--- src/rtl/burst_sram_pkg.sv ---
package burst_sram_pkg;

  typedef enum logic {
    ORD_XOR = 1'b0,
    ORD_INC = 1'b1
  } burst_order_e;

  localparam int CNT_W = 2;

  // Low address bits of a burst beat, given the first beat's low bits.
  function automatic logic [CNT_W-1:0] beat_offset(
    input logic [CNT_W-1:0] first,
    input logic [CNT_W-1:0] beat,
    input burst_order_e     ord
  );
    if (ord == ORD_INC) return first + beat;
    return first ^ beat;
  endfunction

endpackage

--- src/rtl/burst_seq.sv ---
module burst_seq
  import burst_sram_pkg::*;
#(
  parameter int AW = 6
) (
  input  logic          clk,
  input  logic          rst_n,
  input  logic          freeze,
  input  logic          load,
  input  logic          step,
  input  logic [AW-1:0] load_addr,
  input  burst_order_e  order,
  output logic [AW-1:0] beat_addr
);

  logic [AW-1:0]    base_q;
  logic [CNT_W-1:0] beat_q;

  always_ff @(posedge clk or negedge rst_n) begin
    if (!rst_n) begin
      base_q <= '0;
      beat_q <= '0;
    end else if (!freeze) begin
      if (load) begin
        base_q <= load_addr;
        beat_q <= '0;
      end else if (step) begin
        beat_q <= beat_q + CNT_W'(1);
      end
    end
  end

  always_comb begin
    beat_addr            = base_q;
    beat_addr[CNT_W-1:0] = beat_offset(base_q[CNT_W-1:0], beat_q, order);
  end

  AST_BEAT_HOLD: assert property (@(posedge clk) disable iff (!rst_n)
    (!freeze && !load && !step) |=> $stable(beat_q));

  AST_GROUP_KEPT: assert property (@(posedge clk) disable iff (!rst_n)
    (!load && step) |=> $stable(beat_addr[AW-1:CNT_W]));

  AST_LINEAR_STEP: assert property (@(posedge clk) disable iff (!rst_n)
    (!freeze && !load && step && order == ORD_INC) |=>
      (order != $past(order)) ||
      (beat_addr[CNT_W-1:0] == $past(beat_addr[CNT_W-1:0]) + CNT_W'(1)));

  AST_FROZEN_BEAT: assert property (@(posedge clk) disable iff (!rst_n)
    freeze |=> $stable(beat_q) && $stable(base_q));

endmodule

--- src/rtl/access_ctrl.sv ---
module access_ctrl #(
  parameter  int AW     = 6,
  parameter  int LANES  = 2,
  parameter  int LANE_W = 9,
  localparam int DW     = LANES * LANE_W
) (
  input  logic             clk,
  input  logic             rst_n,
  input  logic             sleep,
  input  logic             ce_n,
  input  logic             cs_hi,
  input  logic             cs_lo_n,
  input  logic             cpu_go_n,
  input  logic             ctl_go_n,
  input  logic             adv_n,
  input  logic             gwr_n,
  input  logic             bwr_en_n,
  input  logic [LANES-1:0] lane_wr_n,
  input  logic [DW-1:0]    wdata,
  output logic             load,
  output logic             step,
  output logic             act_q,
  output logic             wr_q,
  output logic [LANES-1:0] lanes_q,
  output logic [DW-1:0]    wdata_q
);

  // Which lanes a cycle writes: global write beats byte-write enable.
  function automatic logic [LANES-1:0] lane_mask(
    input logic             g_n,
    input logic             b_n,
    input logic [LANES-1:0] l_n
  );
    if (!g_n) return '1;
    if (!b_n) return ~l_n;
    return '0;
  endfunction

  logic             chip_on;
  logic             cpu_go;
  logic             ctl_go;
  logic             start_evt;
  logic             desel_evt;
  logic [LANES-1:0] wr_mask;
  logic             wr_now;

  assign chip_on   = !ce_n && cs_hi && !cs_lo_n;
  assign cpu_go    = !cpu_go_n && !ce_n;
  assign ctl_go    = !ctl_go_n;
  assign start_evt = cpu_go || ctl_go;
  assign desel_evt = start_evt && !chip_on;
  assign load      = start_evt && chip_on;
  assign step      = !start_evt && act_q && !adv_n;
  assign wr_mask   = lane_mask(gwr_n, bwr_en_n, lane_wr_n);
  assign wr_now    = (|wr_mask) && !cpu_go;

  always_ff @(posedge clk or negedge rst_n) begin
    if (!rst_n) begin
      act_q   <= 1'b0;
      wr_q    <= 1'b0;
      lanes_q <= '0;
      wdata_q <= '0;
    end else if (!sleep) begin
      if (start_evt) act_q <= chip_on;
      wr_q    <= (start_evt ? chip_on : act_q) && wr_now;
      lanes_q <= wr_mask;
      wdata_q <= wdata;
    end
  end

  AST_DESEL_DROPS: assert property (@(posedge clk) disable iff (!rst_n)
    (desel_evt && !sleep) |=> !act_q);

  AST_CPU_START_READS: assert property (@(posedge clk) disable iff (!rst_n)
    (load && cpu_go && !sleep) |=> !wr_q);

  AST_CPU_NEEDS_CE: assert property (@(posedge clk) disable iff (!rst_n)
    (!cpu_go_n && ce_n && !ctl_go) |=> $stable(act_q));

  AST_SLEEP_HOLDS_CTRL: assert property (@(posedge clk) disable iff (!rst_n)
    sleep |=> $stable(act_q) && $stable(wr_q) && $stable(lanes_q));

endmodule

--- src/rtl/word_store.sv ---
module word_store #(
  parameter  int AW     = 6,
  parameter  int LANES  = 2,
  parameter  int LANE_W = 9,
  localparam int DW     = LANES * LANE_W,
  localparam int DEPTH  = 1 << AW
) (
  input  logic             clk,
  input  logic             rst_n,
  input  logic             freeze,
  input  logic             act,
  input  logic             wr,
  input  logic [LANES-1:0] lanes,
  input  logic [DW-1:0]    wdata,
  input  logic [AW-1:0]    addr,
  output logic             rd_valid,
  output logic [DW-1:0]    rd_word
);

  logic [DW-1:0] mem [DEPTH];
  logic          do_write;
  logic          do_read;

  assign do_write = !freeze && act && wr;
  assign do_read  = !freeze && act && !wr;

  always_ff @(posedge clk) begin
    if (do_write) begin
      for (int i = 0; i < LANES; i++) begin
        if (lanes[i]) mem[addr][i*LANE_W +: LANE_W] <= wdata[i*LANE_W +: LANE_W];
      end
    end
  end

  always_ff @(posedge clk or negedge rst_n) begin
    if (!rst_n) begin
      rd_valid <= 1'b0;
      rd_word  <= '0;
    end else if (!freeze) begin
      rd_valid <= do_read;
      if (do_read) rd_word <= mem[addr];
    end
  end

  AST_WRITE_QUIET: assert property (@(posedge clk) disable iff (!rst_n)
    do_write |=> !rd_valid);

  AST_IDLE_FLUSH: assert property (@(posedge clk) disable iff (!rst_n)
    (!freeze && !act) |=> !rd_valid);

  AST_FREEZE_OUT: assert property (@(posedge clk) disable iff (!rst_n)
    freeze |=> $stable(rd_valid) && $stable(rd_word));

endmodule

--- src/rtl/burst_sram.sv ---
module burst_sram
  import burst_sram_pkg::*;
#(
  parameter  int AW     = 6,
  parameter  int LANES  = 2,
  parameter  int LANE_W = 9,
  localparam int DW     = LANES * LANE_W
) (
  input  logic             clk,
  input  logic             rst_n,
  input  logic [AW-1:0]    addr,
  input  logic             ce_n,
  input  logic             cs_hi,
  input  logic             cs_lo_n,
  input  logic             cpu_go_n,
  input  logic             ctl_go_n,
  input  logic             adv_n,
  input  logic             order_lin,
  input  logic             gwr_n,
  input  logic             bwr_en_n,
  input  logic [LANES-1:0] lane_wr_n,
  input  logic             oe_n,
  input  logic             sleep,
  input  logic [DW-1:0]    wdata,
  output logic [DW-1:0]    rdata,
  output logic             rdrive
);

  logic             load;
  logic             step;
  logic             act_q;
  logic             wr_q;
  logic [LANES-1:0] lanes_q;
  logic [DW-1:0]    wdata_q;
  logic [AW-1:0]    beat_addr;
  logic             rd_valid;
  burst_order_e     order;

  assign order = burst_order_e'(order_lin);

  access_ctrl #(.AW(AW), .LANES(LANES), .LANE_W(LANE_W)) u_ctrl (
    .clk      (clk),
    .rst_n    (rst_n),
    .sleep    (sleep),
    .ce_n     (ce_n),
    .cs_hi    (cs_hi),
    .cs_lo_n  (cs_lo_n),
    .cpu_go_n (cpu_go_n),
    .ctl_go_n (ctl_go_n),
    .adv_n    (adv_n),
    .gwr_n    (gwr_n),
    .bwr_en_n (bwr_en_n),
    .lane_wr_n(lane_wr_n),
    .wdata    (wdata),
    .load     (load),
    .step     (step),
    .act_q    (act_q),
    .wr_q     (wr_q),
    .lanes_q  (lanes_q),
    .wdata_q  (wdata_q)
  );

  burst_seq #(.AW(AW)) u_seq (
    .clk      (clk),
    .rst_n    (rst_n),
    .freeze   (sleep),
    .load     (load),
    .step     (step),
    .load_addr(addr),
    .order    (order),
    .beat_addr(beat_addr)
  );

  word_store #(.AW(AW), .LANES(LANES), .LANE_W(LANE_W)) u_store (
    .clk     (clk),
    .rst_n   (rst_n),
    .freeze  (sleep),
    .act     (act_q),
    .wr      (wr_q),
    .lanes   (lanes_q),
    .wdata   (wdata_q),
    .addr    (beat_addr),
    .rd_valid(rd_valid),
    .rd_word (rdata)
  );

  assign rdrive = rd_valid && !oe_n && !sleep;

  AST_READ_NEXT: assert property (@(posedge clk) disable iff (!rst_n)
    (act_q && !wr_q && !sleep) |=> rd_valid);

  AST_WRITE_NO_DRIVE: assert property (@(posedge clk) disable iff (!rst_n)
    (act_q && wr_q && !sleep) |=> !rdrive);

endmodule

--- config.mk ---
export PLATFORM = sky130hd
export DESIGN_NAME = burst_sram
export DESIGN_NICKNAME = d
export VERILOG_FILES = /design/src/rtl/burst_sram_pkg.sv /design/src/rtl/burst_seq.sv /design/src/rtl/access_ctrl.sv /design/src/rtl/word_store.sv /design/src/rtl/burst_sram.sv
export SDC_FILE = /design/constraint.sdc
export NUM_CORES = 1
export LEC_CHECK = 0
export ABC_AREA = 0
export BUFFER_PORTS_ARGS = -buffer_cell sky130_fd_sc_hd__clkbuf_2
export CAP_MARGIN = 20
export CORE_MARGIN = 2
export CORE_UTILIZATION = 31
export DETAILED_ROUTE_END_ITERATION = 8
export PLACE_DENSITY = 0.45
export SETUP_SLACK_MARGIN = 0.2
export SLEW_MARGIN = 25
export SYNTH_ARGS = -nofsm -noshare
export SYNTH_HDL_FRONTEND = slang
export SYNTH_HIERARCHICAL = 1
export SYNTH_SLANG_ARGS = --single-unit
--- constraint.sdc ---
create_clock -name clk -period 4 [get_ports clk]
set_clock_uncertainty 0.15 [all_clocks]
set_input_delay 1 -clock clk [delete_from_list [all_inputs] [get_ports clk]]
set_output_delay 1 -clock clk [all_outputs]
set_load 0.01 [all_outputs]
# == After elaboration in Yosys (flattened, before gate mapping) ==
# Memory sizes are Yosys's and may differ from the RTL's. A register that Yosys moved wholly into a read port is not among the register bits.
# Index checks and enable logic that the tools add are counted.
# word_totals
regBits,31
ram_bits,1152
output_inout_bits,19
word_cells,61
mem_count,1
# mem_list
memory,depth,width,read_ports,rd_clocked_by_memory_dff,write_ports,line_no,text
u_store.mem,64,18,1,1,1,word_store.sv:20,logic [DW-1:0] mem [DEPTH];
# op_classes
n_addsub,2
n_mux,18
n_bitwise,3
n_reduce_logical,30
# op_table
cell,n
$mux W2,8
$logic_and A1 B1 Y1,13
$logic_not A1 Y1,11
$mux W1,10
$reduce_and A2 Y1,3
$add A2 B1 Y2 const B,1
$add A2 B2 Y2,1
$not A2 Y2,1
$reduce_bool A2 Y1,1
$reduce_or A2 Y1,1
$xor A2 B2 Y2,1
$logic_or A1 B1 Y1,1
$not A1 Y1,1

# == Logic depth before layout (Yosys ltp) ==
# logic_depth
word_depth,8
depth_mapped,14
ltp_nobuf,9

# == Cells and area by module ==
# Netlist, hierarchy kept.
# modules_own_cells
mod,instances,cells_each,area_each_um2,seq_area_each_um2
word_store,1,2572,45547.4,35068.6
access_ctrl,1,60,875.8,550.5
burst_seq,1,34,429.2,200.2
burst_sram,1,1,12.5,0.0

# == Least setup slack after synthesis ==
# OpenSTA, ideal clock, no wires.
# synth_timing
path_type,input -> register
startpoint,input port order_lin
endpoint,"memory u_store/mem[2][0] in the netlist's numbering, enable pin"
setup_ns,0.374
arrival_ns,2.781
path_slack_ns,0.695
cell_stages,8
n_path_buf,3
path_cell_list,nand2_1 > xnor2_1 > and2b_1 > clkbuf_1 > clkbuf_1 > clkbuf_1 > nand2_1 > nor2_1
# synth_between
elab_chain_cells,2
# synth_rtl
item,line_no,text
start: declaration,burst_sram.sv:18,"input logic order_lin,"
$mux W1,burst_sram_pkg.sv:16,if (ord == ORD_INC) return first + beat;
$mux W2,burst_sram_pkg.sv:17,return first ^ beat;
net beat_addr[1],burst_sram.sv:35,logic [AW-1:0] beat_addr;
end: declaration,word_store.sv:20,
# The timed path passes the listed nets, and every way through them passes these cells.

# == Final worst setup path ==
# layout_timing
startpoint,register u_seq.beat_q[0]
endpoint,register u_store.rd_word[17] (read register of u_store.mem)
# layout_between
elab_chain_cells,3
word_cells_on_any_way,4
cone_classes,1 x add/sub; 2 x mux; 1 x bitwise
# layout_rtl
item,line_no,text
start: declaration,burst_seq.sv:17,logic [CNT_W-1:0] beat_q;
start signal: assignment,burst_seq.sv:28,beat_q <= beat_q + CNT_W'(1);
$add A2 B2 Y2,burst_sram_pkg.sv:16,
$mux W2,burst_sram_pkg.sv:16,
$mux W2,burst_sram_pkg.sv:17,
net beat_addr[1],burst_sram.sv:35,
end: declaration,word_store.sv:17,output logic [DW-1:0] rd_word
# The timed path passes the listed nets, and every way through them passes these cells. The select of a mux whose other input is x is not followed.
# A chain may end at the register's enable or synchronous reset.

==> impl_summary.log <==
INFO  metric outcome = complete, no violations
INFO  metric max-slew-margin-rel = 0.285
INFO  metric synth.yosys.seq_area_share = 0.764
INFO  metric crit_required = 4460 ps
INFO  metric num_vias = ~27000
INFO  metric fp.dieArea = 154000 um2
INFO  metric final.setup.tns = 0 ps
INFO  metric fin_cells = 5160
INFO  metric maxSlewViolCount = 0
INFO  metric post_synth_main_area_contributors = edfxtp_1 (74%), mux2i_1 (4.6%), mux4_2 (2.6%)
INFO  metric floorplan_core_area = 150000 um2
INFO  metric synth.net_count = ~2700
INFO  metric critical_path.endpoint_type = flip-flop
INFO  metric critical_path.reg2reg.startpoint = u_seq/beat_q[0]
INFO  metric dpl.cell_count = 4922
INFO  metric crit_path_start = u_seq/beat_q[0]
INFO  metric hpwl_after_detailed_placement = 103000 um
INFO  metric final_layout_size_suffix_gt1_frac = 0.254
INFO  metric synth_top_cell_area_share = 0.738
INFO  metric yosys_register_bits = 1201
INFO  metric achievable-frequency = 277 MHz
INFO  metric synth.yosys.warnings = 6
INFO  metric cts.path.max_buffers = 3
INFO  metric syn_avg_cell_area = 17.6 um2
INFO  metric finalWeightedCongestion = 0.866
INFO  metric finalSetupViolations = 0
INFO  metric detailedRoute.firstIterationViolations = 3162
INFO  metric pin_count_of_the_biggest_net_entering_global_routing = 63
INFO  metric clkSlewWorstSetupHoldPaths = around 60 ps
INFO  metric number_of_global_route_vias_before_repair = 27601
INFO  metric ir_drop = roughly 390 uV
INFO  metric post-synth-top-area-cell = edfxtp_1
INFO  metric synthesis.instances = 2667
INFO  metric synth_cell_type_count = 68
INFO  metric reg2reg_depth = 11
INFO  metric numPortBuffers = 57
INFO  metric grt_overflow_total = 0
INFO  metric grt_setup_unrepaired = yes
INFO  metric stdcell_area = 55900 um2
INFO  metric rows = roughly 140
INFO  metric cts_tree = built
INFO  metric synthToLayoutAreaGrowth = 19.2%
INFO  metric timing_hold_violations_final = 0
INFO  metric route.detailed.drc = 0
INFO  metric crit_path_start_kind = flip-flop
INFO  metric synth_ff_type = edfxtp_1
INFO  metric register_to_register_setup_slack = around 390 ps
INFO  metric timing_worst_setup_path_type = reg2reg
INFO  metric fp.dieH = 393 um
INFO  metric cts-buffers-inserted = 121
INFO  metric hold_class = in2async
INFO  metric vias_per_instance = 5.33
INFO  metric detail_route.first_pass.iterations = 6
INFO  metric post-route-min-period = roughly 3600 ps
INFO  metric globalRouteMet2Util = 0.321
INFO  metric max_h_tree_level = 3
INFO  metric synthMostInstantiatedCell = edfxtp_1
INFO  metric placed_area = 51900 um2
INFO  metric grt_use_total = 0.202
INFO  metric wl_per_cell = 30.5 um
INFO  metric critical_path_arrival = between 4000 and 5000 ps
INFO  metric maxCapViolations = 0
INFO  metric synth_enable_flop_cells = 1152
INFO  metric period_share = 0.903
INFO  metric power.density_cell_area = 625 nW/um2
INFO  metric start_util = 0.313
INFO  metric grt_most_used_layer = met2
INFO  metric detail-route-antenna-nets = 0
INFO  metric regToRegEndpoint = u_store/rd_word[17]
INFO  metric ys_top_cells_by_count = edfxtp_1 (1152), mux2i_1 (217), nor2_1 (194)
INFO  metric clkLatencyLatePin = 760 ps
INFO  metric cts.sink_count = 1201
INFO  metric worstMarginPinSlew = 1070 ps
INFO  metric asyncSetResetFlopFracSynth = 0.0408
INFO  metric final_nets = 3079
INFO  metric antenna_found_initial = 5
INFO  metric globalRouteMet1Util = 0.285
INFO  metric layout_setup_ws = 387 ps
INFO  metric total_leakage_power = ~19 nW
INFO  metric top_level_ports = 58
INFO  metric detailedPlace.worstSlack = -192 ps
INFO  metric grt_first_pass_wirelength = 219000 um
INFO  metric use_met3 = 0.0339
INFO  metric finalWirelength = roughly 160000 um
INFO  metric die_width = 393 um
INFO  metric synthesis.area = 46900 um2
INFO  metric clock_tree.root_cell = clkbuf_16
INFO  metric worstPathMaxFanout = 42
registers in the layout, summed over array words and instances, names as in the netlist, 2 cells and up:
register and cells:
u_seq/beat_q 2, u_seq/base_q 6, u_ctrl/wdata_q 18, u_store/mem 1152, u_store/rd_word 18, u_ctrl/lanes_q 2
worst max path at each step:
| stage | end | slack, ps | cells after the start |
|---|---|---|---|
| 2_1_floorplan | u_store/mem[2][0] | 690 | 8 |
| 3_3_place_gp | u_store/rd_word[14] | -180 | 10 |
| 3_5_place_dp | u_store/rd_word[14] | -190 | 10 |
| 4_1_cts | u_store/rd_word[14] | 280 | 10 |
| 5_1_grt | u_store/rd_word[17] | 180 | 11 |
| 6_report | u_store/rd_word[17] | 390 | 11 |
critical path, cell delays in order (launching register included):
cell      delay [ps]
dfrtp_1          470
ha_4             160
nand2_1           80
xnor2_2          230
buf_4            370
buf_12           310
mux2_2           390
a221oi_1         300
nor2_1           120
a221oi_1         440
o21ai_0          170
o32a_1           300
repair_timing:
action	in CTS	in global routing
resized for setup	0	0
setup endpoints to repair	0	2
hold buffers	0	0
hold endpoints to repair	0	0
buffers inserted	0	9
per-layer routing:
layer / wire, um / up-vias
li1: - / 11585
met1: 70000 / 14631
met2: 73700 / 1092
met3: 10400 / 176
met4: 3250 / 0
met5: 0 / -
final cells by class:
type                    count  area, um2
fillers                 14085      94100
flip-flops and latches   1201      35900
multi-input cells        1279      10200
repair buffers            430       3440
clock buffers             146       3140
well taps                2016       2520
clock inverters            81        724
inverters                   6       22.5
diodes                      1       2.50
per-stage QoR:
stage           util  total power, W  hold slack, ps
6_report       0.373          0.0349             220
5_1_grt        0.373          0.0360             244
4_1_cts        0.372          0.0351             189
3_5_place_dp   0.346          0.0239             318
3_3_place_gp   0.346          0.0239             326
2_1_floorplan      -          0.0193             290
kinds of logic after synthesis:
family,count (synthesis),share of synthesized area
compound gates,545,0.0845
xor+xnor,2,0.000374
fa+ha+maj,1,0.000267
buf+inv,188,0.0210
flops,1201,0.764
mux,365,0.0956
simple gates,365,0.0340
placed cells by master (no fill, tap or decap), types with 9 or more instances in the layout:
cell type	n
dfrtp_2	15
mux2i_1	217
buf_4	346
dfrtp_1	30
nand2_1	78
a221oi_1	111
o211ai_1	9
and3_1	10
nor3_1	10
nor2_1	191
a221o_1	13
clkbuf_1	24
o32a_1	10
nand3_1	25
mux2_2	86
a22o_1	24
mux4_2	55
clkbuf_16	122
buf_12	28
a31oi_1	25
a21oi_1	79
bufinv_16	12
clkinv_1	37
a22oi_1	94
o21ai_0	64
edfxtp_1	1152
o22ai_1	59
clkinv_2	22
clkbuf_2	56
power breakdown:
part	leakage (nW)	internal (W)	switching (W)	total (W)
clock network	1.89	0.00634	0.00487	0.0112
logic	5.76	0.00332	0.00580	0.00912
registers	10.9	0.0141	0.000498	0.0146
total	18.5	0.0238	0.0112	0.0349
(Power assumes the default switching activity.)
